File: config.mk
export PLATFORM = sky130hd
export DESIGN_NAME = prio_intc
export DESIGN_NICKNAME = d
export VERILOG_FILES = /design/src/rtl/prio_intc_pkg.sv /design/src/rtl/prio_intc_nmi_edge.sv /design/src/rtl/prio_intc_pri_regs.sv /design/src/rtl/prio_intc_picker.sv /design/src/rtl/prio_intc_arbiter.sv /design/src/rtl/prio_intc.sv
export SDC_FILE = /design/constraint.sdc
export NUM_CORES = 1
export LEC_CHECK = 0
export ABC_AREA = 1
export BUFFER_PORTS_ARGS = -buffer_cell sky130_fd_sc_hd__buf_2
export CAP_MARGIN = 40
export CORE_ASPECT_RATIO = 1.25
export CORE_MARGIN = 4
export CORE_UTILIZATION = 35
export DETAILED_ROUTE_END_ITERATION = 8
export HOLD_SLACK_MARGIN = 0.1
export SLEW_MARGIN = 20
export SYNTH_ARGS = -nofsm -noshare
export SYNTH_HDL_FRONTEND = slang
export SYNTH_SLANG_ARGS = --single-unit
File: constraint.sdc
create_clock -name clk -period 6.5 [get_ports clk]
set_clock_uncertainty 0.2 [all_clocks]
set_input_delay 1.3 -clock clk [delete_from_list [all_inputs] [get_ports clk]]
set_output_delay 1.3 -clock clk [all_outputs]
set_load 0.01 [all_outputs]
File: src/rtl/prio_intc_pkg.sv
package prio_intc_pkg;

    localparam int VEC_W = 6;

    typedef struct packed {
        logic             valid;
        logic             is_nmi;
        logic [VEC_W-1:0] vector;
    } grant_t;

    function automatic logic [VEC_W-1:0] src_vector(input logic [VEC_W-1:0] base,
                                                    input int unsigned idx);
        return base + VEC_W'(idx);
    endfunction

endpackage

File: src/rtl/prio_intc_nmi_edge.sv
module prio_intc_nmi_edge (
    input  logic clk,
    input  logic rst,
    input  logic nmi_in,
    input  logic enable,
    input  logic clr,
    output logic pend
);
    logic nmi_q;
    logic rise;

    assign rise = nmi_in & ~nmi_q;

    always_ff @(posedge clk) begin
        if (rst) begin
            nmi_q <= 1'b0;
            pend  <= 1'b0;
        end else begin
            nmi_q <= nmi_in;
            if (rise && enable)
                pend <= 1'b1;
            else if (clr)
                pend <= 1'b0;
        end
    end
endmodule

File: src/rtl/prio_intc_pri_regs.sv
module prio_intc_pri_regs #(
    parameter int N_SRC = 29,
    parameter int REG_W = 16
) (
    input  logic             clk,
    input  logic             rst,
    input  logic             we,
    input  logic             sel,
    input  logic [REG_W-1:0] wdata,
    output logic [N_SRC-1:0] high
);
    for (genvar i = 0; i < N_SRC; i++) begin : g_bit
        if (i < REG_W) begin : g_lo
            always_ff @(posedge clk) begin
                if (rst)
                    high[i] <= 1'b0;
                else if (we && !sel)
                    high[i] <= wdata[i];
            end
        end else begin : g_hi
            always_ff @(posedge clk) begin
                if (rst)
                    high[i] <= 1'b0;
                else if (we && sel)
                    high[i] <= wdata[i-REG_W];
            end
        end
    end
endmodule

File: src/rtl/prio_intc_picker.sv
module prio_intc_picker #(
    parameter int N_SRC = 29,
    parameter int IDX_W = 5
) (
    input  logic [N_SRC-1:0] req,
    output logic             hit,
    output logic [IDX_W-1:0] idx
);
    always_comb begin
        hit = 1'b0;
        idx = '0;
        for (int i = N_SRC - 1; i >= 0; i--) begin
            if (req[i]) begin
                hit = 1'b1;
                idx = IDX_W'(i);
            end
        end
    end
endmodule

File: src/rtl/prio_intc_arbiter.sv
module prio_intc_arbiter
    import prio_intc_pkg::*;
#(
    parameter int               N_SRC    = 29,
    parameter logic [VEC_W-1:0] NMI_VEC  = 6'd7,
    parameter logic [VEC_W-1:0] VEC_BASE = 6'd12
) (
    input  logic [N_SRC-1:0] req,
    input  logic [N_SRC-1:0] high,
    input  logic             nmi_pend,
    input  logic             mask_all,
    input  logic             mask_low,
    output grant_t           grant
);
    localparam int IDX_W = $clog2(N_SRC);

    logic [N_SRC-1:0] lvl_req [2];
    logic             lvl_hit [2];
    logic [IDX_W-1:0] lvl_idx [2];

    // level 1 = high, level 0 = low
    assign lvl_req[1] = mask_all ? '0 : (req & high);
    assign lvl_req[0] = (mask_all || mask_low) ? '0 : (req & ~high);

    for (genvar l = 0; l < 2; l++) begin : g_lvl
        prio_intc_picker #(.N_SRC(N_SRC), .IDX_W(IDX_W)) u_pick (
            .req (lvl_req[l]),
            .hit (lvl_hit[l]),
            .idx (lvl_idx[l])
        );
    end

    always_comb begin
        grant = '0;
        if (nmi_pend) begin
            grant.valid  = 1'b1;
            grant.is_nmi = 1'b1;
            grant.vector = NMI_VEC;
        end else if (lvl_hit[1]) begin
            grant.valid  = 1'b1;
            grant.vector = src_vector(VEC_BASE, int'(lvl_idx[1]));
        end else if (lvl_hit[0]) begin
            grant.valid  = 1'b1;
            grant.vector = src_vector(VEC_BASE, int'(lvl_idx[0]));
        end
    end
endmodule

File: src/rtl/prio_intc.sv
module prio_intc
    import prio_intc_pkg::*;
#(
    parameter int               N_EXT    = 4,
    parameter int               N_INT    = 25,
    parameter int               REG_W    = 16,
    parameter logic [VEC_W-1:0] NMI_VEC  = 6'd7,
    parameter logic [VEC_W-1:0] VEC_BASE = 6'd12
) (
    input  logic             clk,
    input  logic             rst,
    input  logic             nmi_in,
    input  logic [N_EXT-1:0] irq_ext,
    input  logic [N_INT-1:0] irq_int,
    input  logic             first_insn_done,
    input  logic             mask_all,
    input  logic             mask_low,
    input  logic             ack,
    input  logic             pri_we,
    input  logic             pri_sel,
    input  logic [REG_W-1:0] pri_wdata,
    output logic             irq_valid,
    output logic [VEC_W-1:0] irq_vector
);
    localparam int N_SRC = N_EXT + N_INT;

    logic             boot_blk;
    logic             nmi_pend;
    logic             out_nmi;
    logic             nmi_clr;
    logic [N_SRC-1:0] high;
    grant_t           grant;

    assign nmi_clr = irq_valid & ack & out_nmi;

    prio_intc_nmi_edge u_nmi (
        .clk    (clk),
        .rst    (rst),
        .nmi_in (nmi_in),
        .enable (~boot_blk),
        .clr    (nmi_clr),
        .pend   (nmi_pend)
    );

    prio_intc_pri_regs #(.N_SRC(N_SRC), .REG_W(REG_W)) u_regs (
        .clk   (clk),
        .rst   (rst),
        .we    (pri_we),
        .sel   (pri_sel),
        .wdata (pri_wdata),
        .high  (high)
    );

    prio_intc_arbiter #(.N_SRC(N_SRC), .NMI_VEC(NMI_VEC), .VEC_BASE(VEC_BASE)) u_arb (
        .req      ({irq_int, irq_ext}),
        .high     (high),
        .nmi_pend (nmi_pend),
        .mask_all (mask_all),
        .mask_low (mask_low),
        .grant    (grant)
    );

    always_ff @(posedge clk) begin
        if (rst) begin
            boot_blk   <= 1'b1;
            irq_valid  <= 1'b0;
            irq_vector <= '0;
            out_nmi    <= 1'b0;
        end else begin
            if (first_insn_done)
                boot_blk <= 1'b0;
            if (irq_valid) begin
                if (ack)
                    irq_valid <= 1'b0;
            end else if (!boot_blk && grant.valid) begin
                irq_valid  <= 1'b1;
                irq_vector <= grant.vector;
                out_nmi    <= grant.is_nmi;
            end
        end
    end
endmodule

# == After elaboration in Yosys (flattened, before gate mapping) ==
# Index checks and enable logic that the tools add are counted.
# totals
register_bits,40
out_inout_bits,7
wordCells,185
input_bits,54
# op_classes
addsub,2
reduce_logical,9
muxes,130
bitwise,9
# ops
operator,n
$mux 5,58
$mux 1,67
$and 29x29->29,2
$mux 29,2
$not 29->29,1
$mux 6,3
$add 4x5->6 const A,2
$logic_and 1x1->1,4
$and 1x1->1,3
$not 1->1,3
$logic_not 1->1,2
$reduce_and 2->1,1
$reduce_bool 2->1,1
$logic_or 1x1->1,1

# == Longest topological paths before layout ==
# depth
ltp_word,38
mapped_depth,32
depth_no_buf,32

# == By module ==
# Synthesis repeated with hierarchy kept, for this count alone.
# unflattened
hier_cells,563
area_unflattened_um2,3185.6
# modules_own_cells
module,area_each_um2,seq_area_each_um2,cells_each,n_inst
prio_intc_pri_regs,1177.4,580.6,163,1
prio_intc_picker,400.4,0.0,98,2
prio_intc_arbiter,725.7,0.0,138,1
prio_intc,405.4,180.2,56,1
prio_intc_nmi_edge,76.3,40.0,10,1

# == Worst setup path after synthesis ==
# Ideal clock, no wire load.
# synth_timing
kind,input port to flip-flop
start,in mask_all
end,reg irq_vector[2]
setup_slack_ps,3266
stages,17
setup_ps,117
arrival_ps,2917
t_required_ps,6183
n_path_buf,1
cell_sequence,nor2_4 inv_4 buf_12 nor3_1 nor2_1 nand2_2 nor2_2 nand2_4 nor2_4 inv_2 o31ai_2 nor2_2 inv_2 nor2_4 nand2_1 o221ai_1 inv_1
# synth_between
elab_chain_cells,36
elab_cells_between_ends,129
cone_classes,add/sub (2); mux (124); reduce/logical (3)
# synth_rtl
element,line,source
start: declaration,prio_intc.sv:16,"input logic mask_all,"
"parallel branches: the longest is 36 deep, another holds $mux 29",--,
end signal: assignment,prio_intc.sv:77,irq_vector <= grant.vector;
end: declaration,prio_intc.sv:23,output logic [VEC_W-1:0] irq_vector
# Parallel ways; which one is timed is not known.
# A chain may end at the register's enable or synchronous reset.

# == Worst setup path after layout ==
# layout_timing
start,in mask_all
end,reg irq_vector[3]
# The elaborated chain is that of the path after synthesis.

==> flow_summary_export.csv <==
group,metric,value,unit
run_status,outcome,"complete, no violations",
cts,cts_tree,"yes",
min_path,hold_class,"reg2reg",
grt,grt_pass1_wl,13200,um
route,drc_errors,0,
pwr,irDropWorstVdd,0.0867,mV
synthesis,yosysMostFrequentCell,"nand2_1",
synthesis,synth-seq-cells,40,
cells_and_area,fillers,896,
synthesis,synth.net_count,515,
sta,rsz0062_at_grt,"no",
route,drt-initial-drc-count,147,
route,drt_pass1_iterations,4,
worst_setup_path,worstReg2RegStart,"u_regs.high[21]",
grt,overflow,0,
sta,hold_viol,0,
worst_setup_path,path_class,"in2reg",
pwr,power,0.635,mW
cts,post_cts_buffers,0,
synthesis,synth-main-ff-cell,"dfxtp_1",
floorplan,ios,61,
placed_design,port_buffers,60,
worst_setup_path,r2r_cells,12,
synthesis,ys_seq_area_frac,0.282,
placed_design,place_hpwl,6360,um
grt,antenna_found_initial,0,
route,postRouteAntennaNets,0,
cells_and_area,nets,572,
sta,drv_slew,0,
route,avgRoutedWirePerCell,12.8,um
route,wl,7820,um
cells_and_area,layout-drive-gt1-share,0.230,
pwr,p_leak,1.73,nW
synthesis,synthArstFlopShare,0,
pwr,power_density,194,mW/mm^2
sta,holdWs,274,ps
sta,setup_viol,0,
worst_setup_path,start_kind,"input pin",
synthesis,netlist_top_cells_area,"dfxtp_1, nand2_1, nor2_1",
cts,ctsHoldBuffers,0,
floorplan,row_count,36,
placed_design,place.gp.congestion,0.869,
cells_and_area,diodes,0,
cts,h-tree-depth,2,
worst_setup_path,required,6530,ps
cts,root_buffer,"clkbuf_8",
cts,cts_buffers,5,
floorplan,start_util,0.363,
synthesis,syn_area_per_cell,6.19,sq um
floorplan,core-area,0.00784,sq mm
grt,gr-usage-met2,0.305,
cts,cts_resized,0,
min_path,holdPathStages,3,
synthesis,syn_area,0.00284,sq mm
cts,clock_insertion_delay_worst_skew,290,ps
min_path,worst_hold_path.endpoint,"u_nmi.pend",
grt,use_met1,0.216,
synthesis,synth_cells,459,
run,maxCapViolations,0,
sta,finalSetupTns,0,ps
worst_setup_path,crit_fanout,22,
floorplan,die_area,0.00963,sq mm
route,vias,2935,
min_path,worstHoldStart,"u_nmi.nmi_q",
grt,grt_busiest_layer,"met2",
grt,grt_max_degree,34,
sta,relSlewSlack,0.486,
worst_setup_path,cp_slowest_cell,"ha_1",
grt,track_usage,0.174,
sta,worstMarginPinSlew,770,ps
synthesis,synthTopCellsByCount,"nand2_1, nor2_1, inv_1",
floorplan,die_y,109,um
worst_setup_path,critical_path_arrival,3660,ps
cts,cts_max_path_buffers,2,
route,via_per_inst,4.80,
cells_and_area,area_growth,15.3,%
synthesis,yosysWarnings,0,
sta,fin_crit_sh,0.558,
worst_setup_path,end_kind,"register",
worst_setup_path,reg2reg_to,"irq_vector[3]",
worst_setup_path,cpPeakStageDelay,280,ps
synthesis,yosysTopAreaCell,"dfxtp_1",
worst_setup_path,r2r_slack,4120,ps
synthesis,synth-edff-count,0,
cts,cts_sinks,40,
synthesis,ys_types,36,
sta,period_minus_slack,3630,ps
floorplan,fp.dieW,88.6,um
synthesis,netlist.area_leader.share,0.282,
grt,grt_pass1_vias,2919,
worst_setup_path,path_cells,"buf_2 > nor2_4 > inv_4 > nor3_1 > inv_1 > nand4_1 > a31oi_1 > nor2_1 > nor2_1 > o21ai_0 > nand2_1 > ha_1 > o21ai_0 > nand3_1 > a21oi_1",
grt,gr-usage-met3,0.0197,
cts,clk_pin_slew,80,ps
sta,fmax,0.276,GHz
[area by class of cell]
class                           count  area [sq um]  area share
Multi-Input combinational cell    339          1700       0.519
Tap cell                           95           119      0.0363
Clock inverter                      3          18.8     0.00573
Timing Repair Buffer               61           308      0.0940
Inverter                           69           262      0.0798
Sequential cell                    40           801       0.244
Clock buffer                        5          68.8      0.0210
[sequential cells by signal (all words and copies together), names as in the netlist]
register,cells
u_regs.high,29
irq_vector,6
u_nmi.nmi_q,1
boot_blk,1
irq_valid,1
out_nmi,1
u_nmi.pend,1
[cells by family (layout without fill, tap and decap cells)]
kind of cell | Yosys count | count (layout) | synth area share
flops | 40 | 40 | 0.282
buf+inv | 80 | 138 | 0.120
fa+ha+maj | 2 | 2 | 0.00881
compound gates | 64 | 64 | 0.125
simple gates | 273 | 273 | 0.464
[metal layers]
metal  up-vias  wire, um
met3        14       246
met5         -         0
met2        61      3860
met4         0       197
li1       1565         -
met1      1295      3510
[worst max-delay path by stage]
| stage | startpoint | to | cells after the start |
|---|---|---|---|
| after floorplan | mask_all | irq_vector[2] | 17 |
| after global placement | mask_all | irq_vector[3] | 15 |
| after detailed placement | mask_all | irq_vector[3] | 15 |
| after CTS | mask_all | irq_vector[3] | 15 |
| after global routing | mask_all | irq_vector[0] | 32 |
| final | mask_all | irq_vector[3] | 15 |
[report_power, final]
part / total, mW / internal, mW / switching [mW]
Clock: 0.167 / 0.0749 / 0.0920
Sequential: 0.278 / 0.263 / 0.0145
Combinational: 0.190 / 0.0709 / 0.119
Total: 0.635 / 0.409 / 0.226
[critical path: cells and delay by family]
family          cells  cell delay (ps)
simple gates        7             1050
compound gates      4              590
buf+inv             3              420
fa+ha+maj           1              280
[metrics by stage]
stage	worst slack, ps	std cells	utilization	area (sq um)
floorplan	3270	459	-	2840
global placement	2590	603	0.406	3180
detailed placement	2620	604	0.407	3190
CTS	2900	612	0.418	3280
global route	2490	612	0.418	3280
finish	2870	612	0.418	3280
[layout by cell type, fill, tap and decap left out, drive strengths merged, types with 2 or more instances in the layout]
master | synthesis | final
a21oi | 16 | 16
a31oi | 3 | 3
buf | 4 | 61
clkbuf | 7 | 5
clkinv | 1 | 4
dfxtp | 40 | 40
ha | 2 | 2
inv | 68 | 68
nand2 | 110 | 110
nand3 | 38 | 38
nor2 | 98 | 98
nor3 | 22 | 22
o21ai | 36 | 36
o31ai | 3 | 3
No activity file was read; power rests on OpenSTA's default activity.
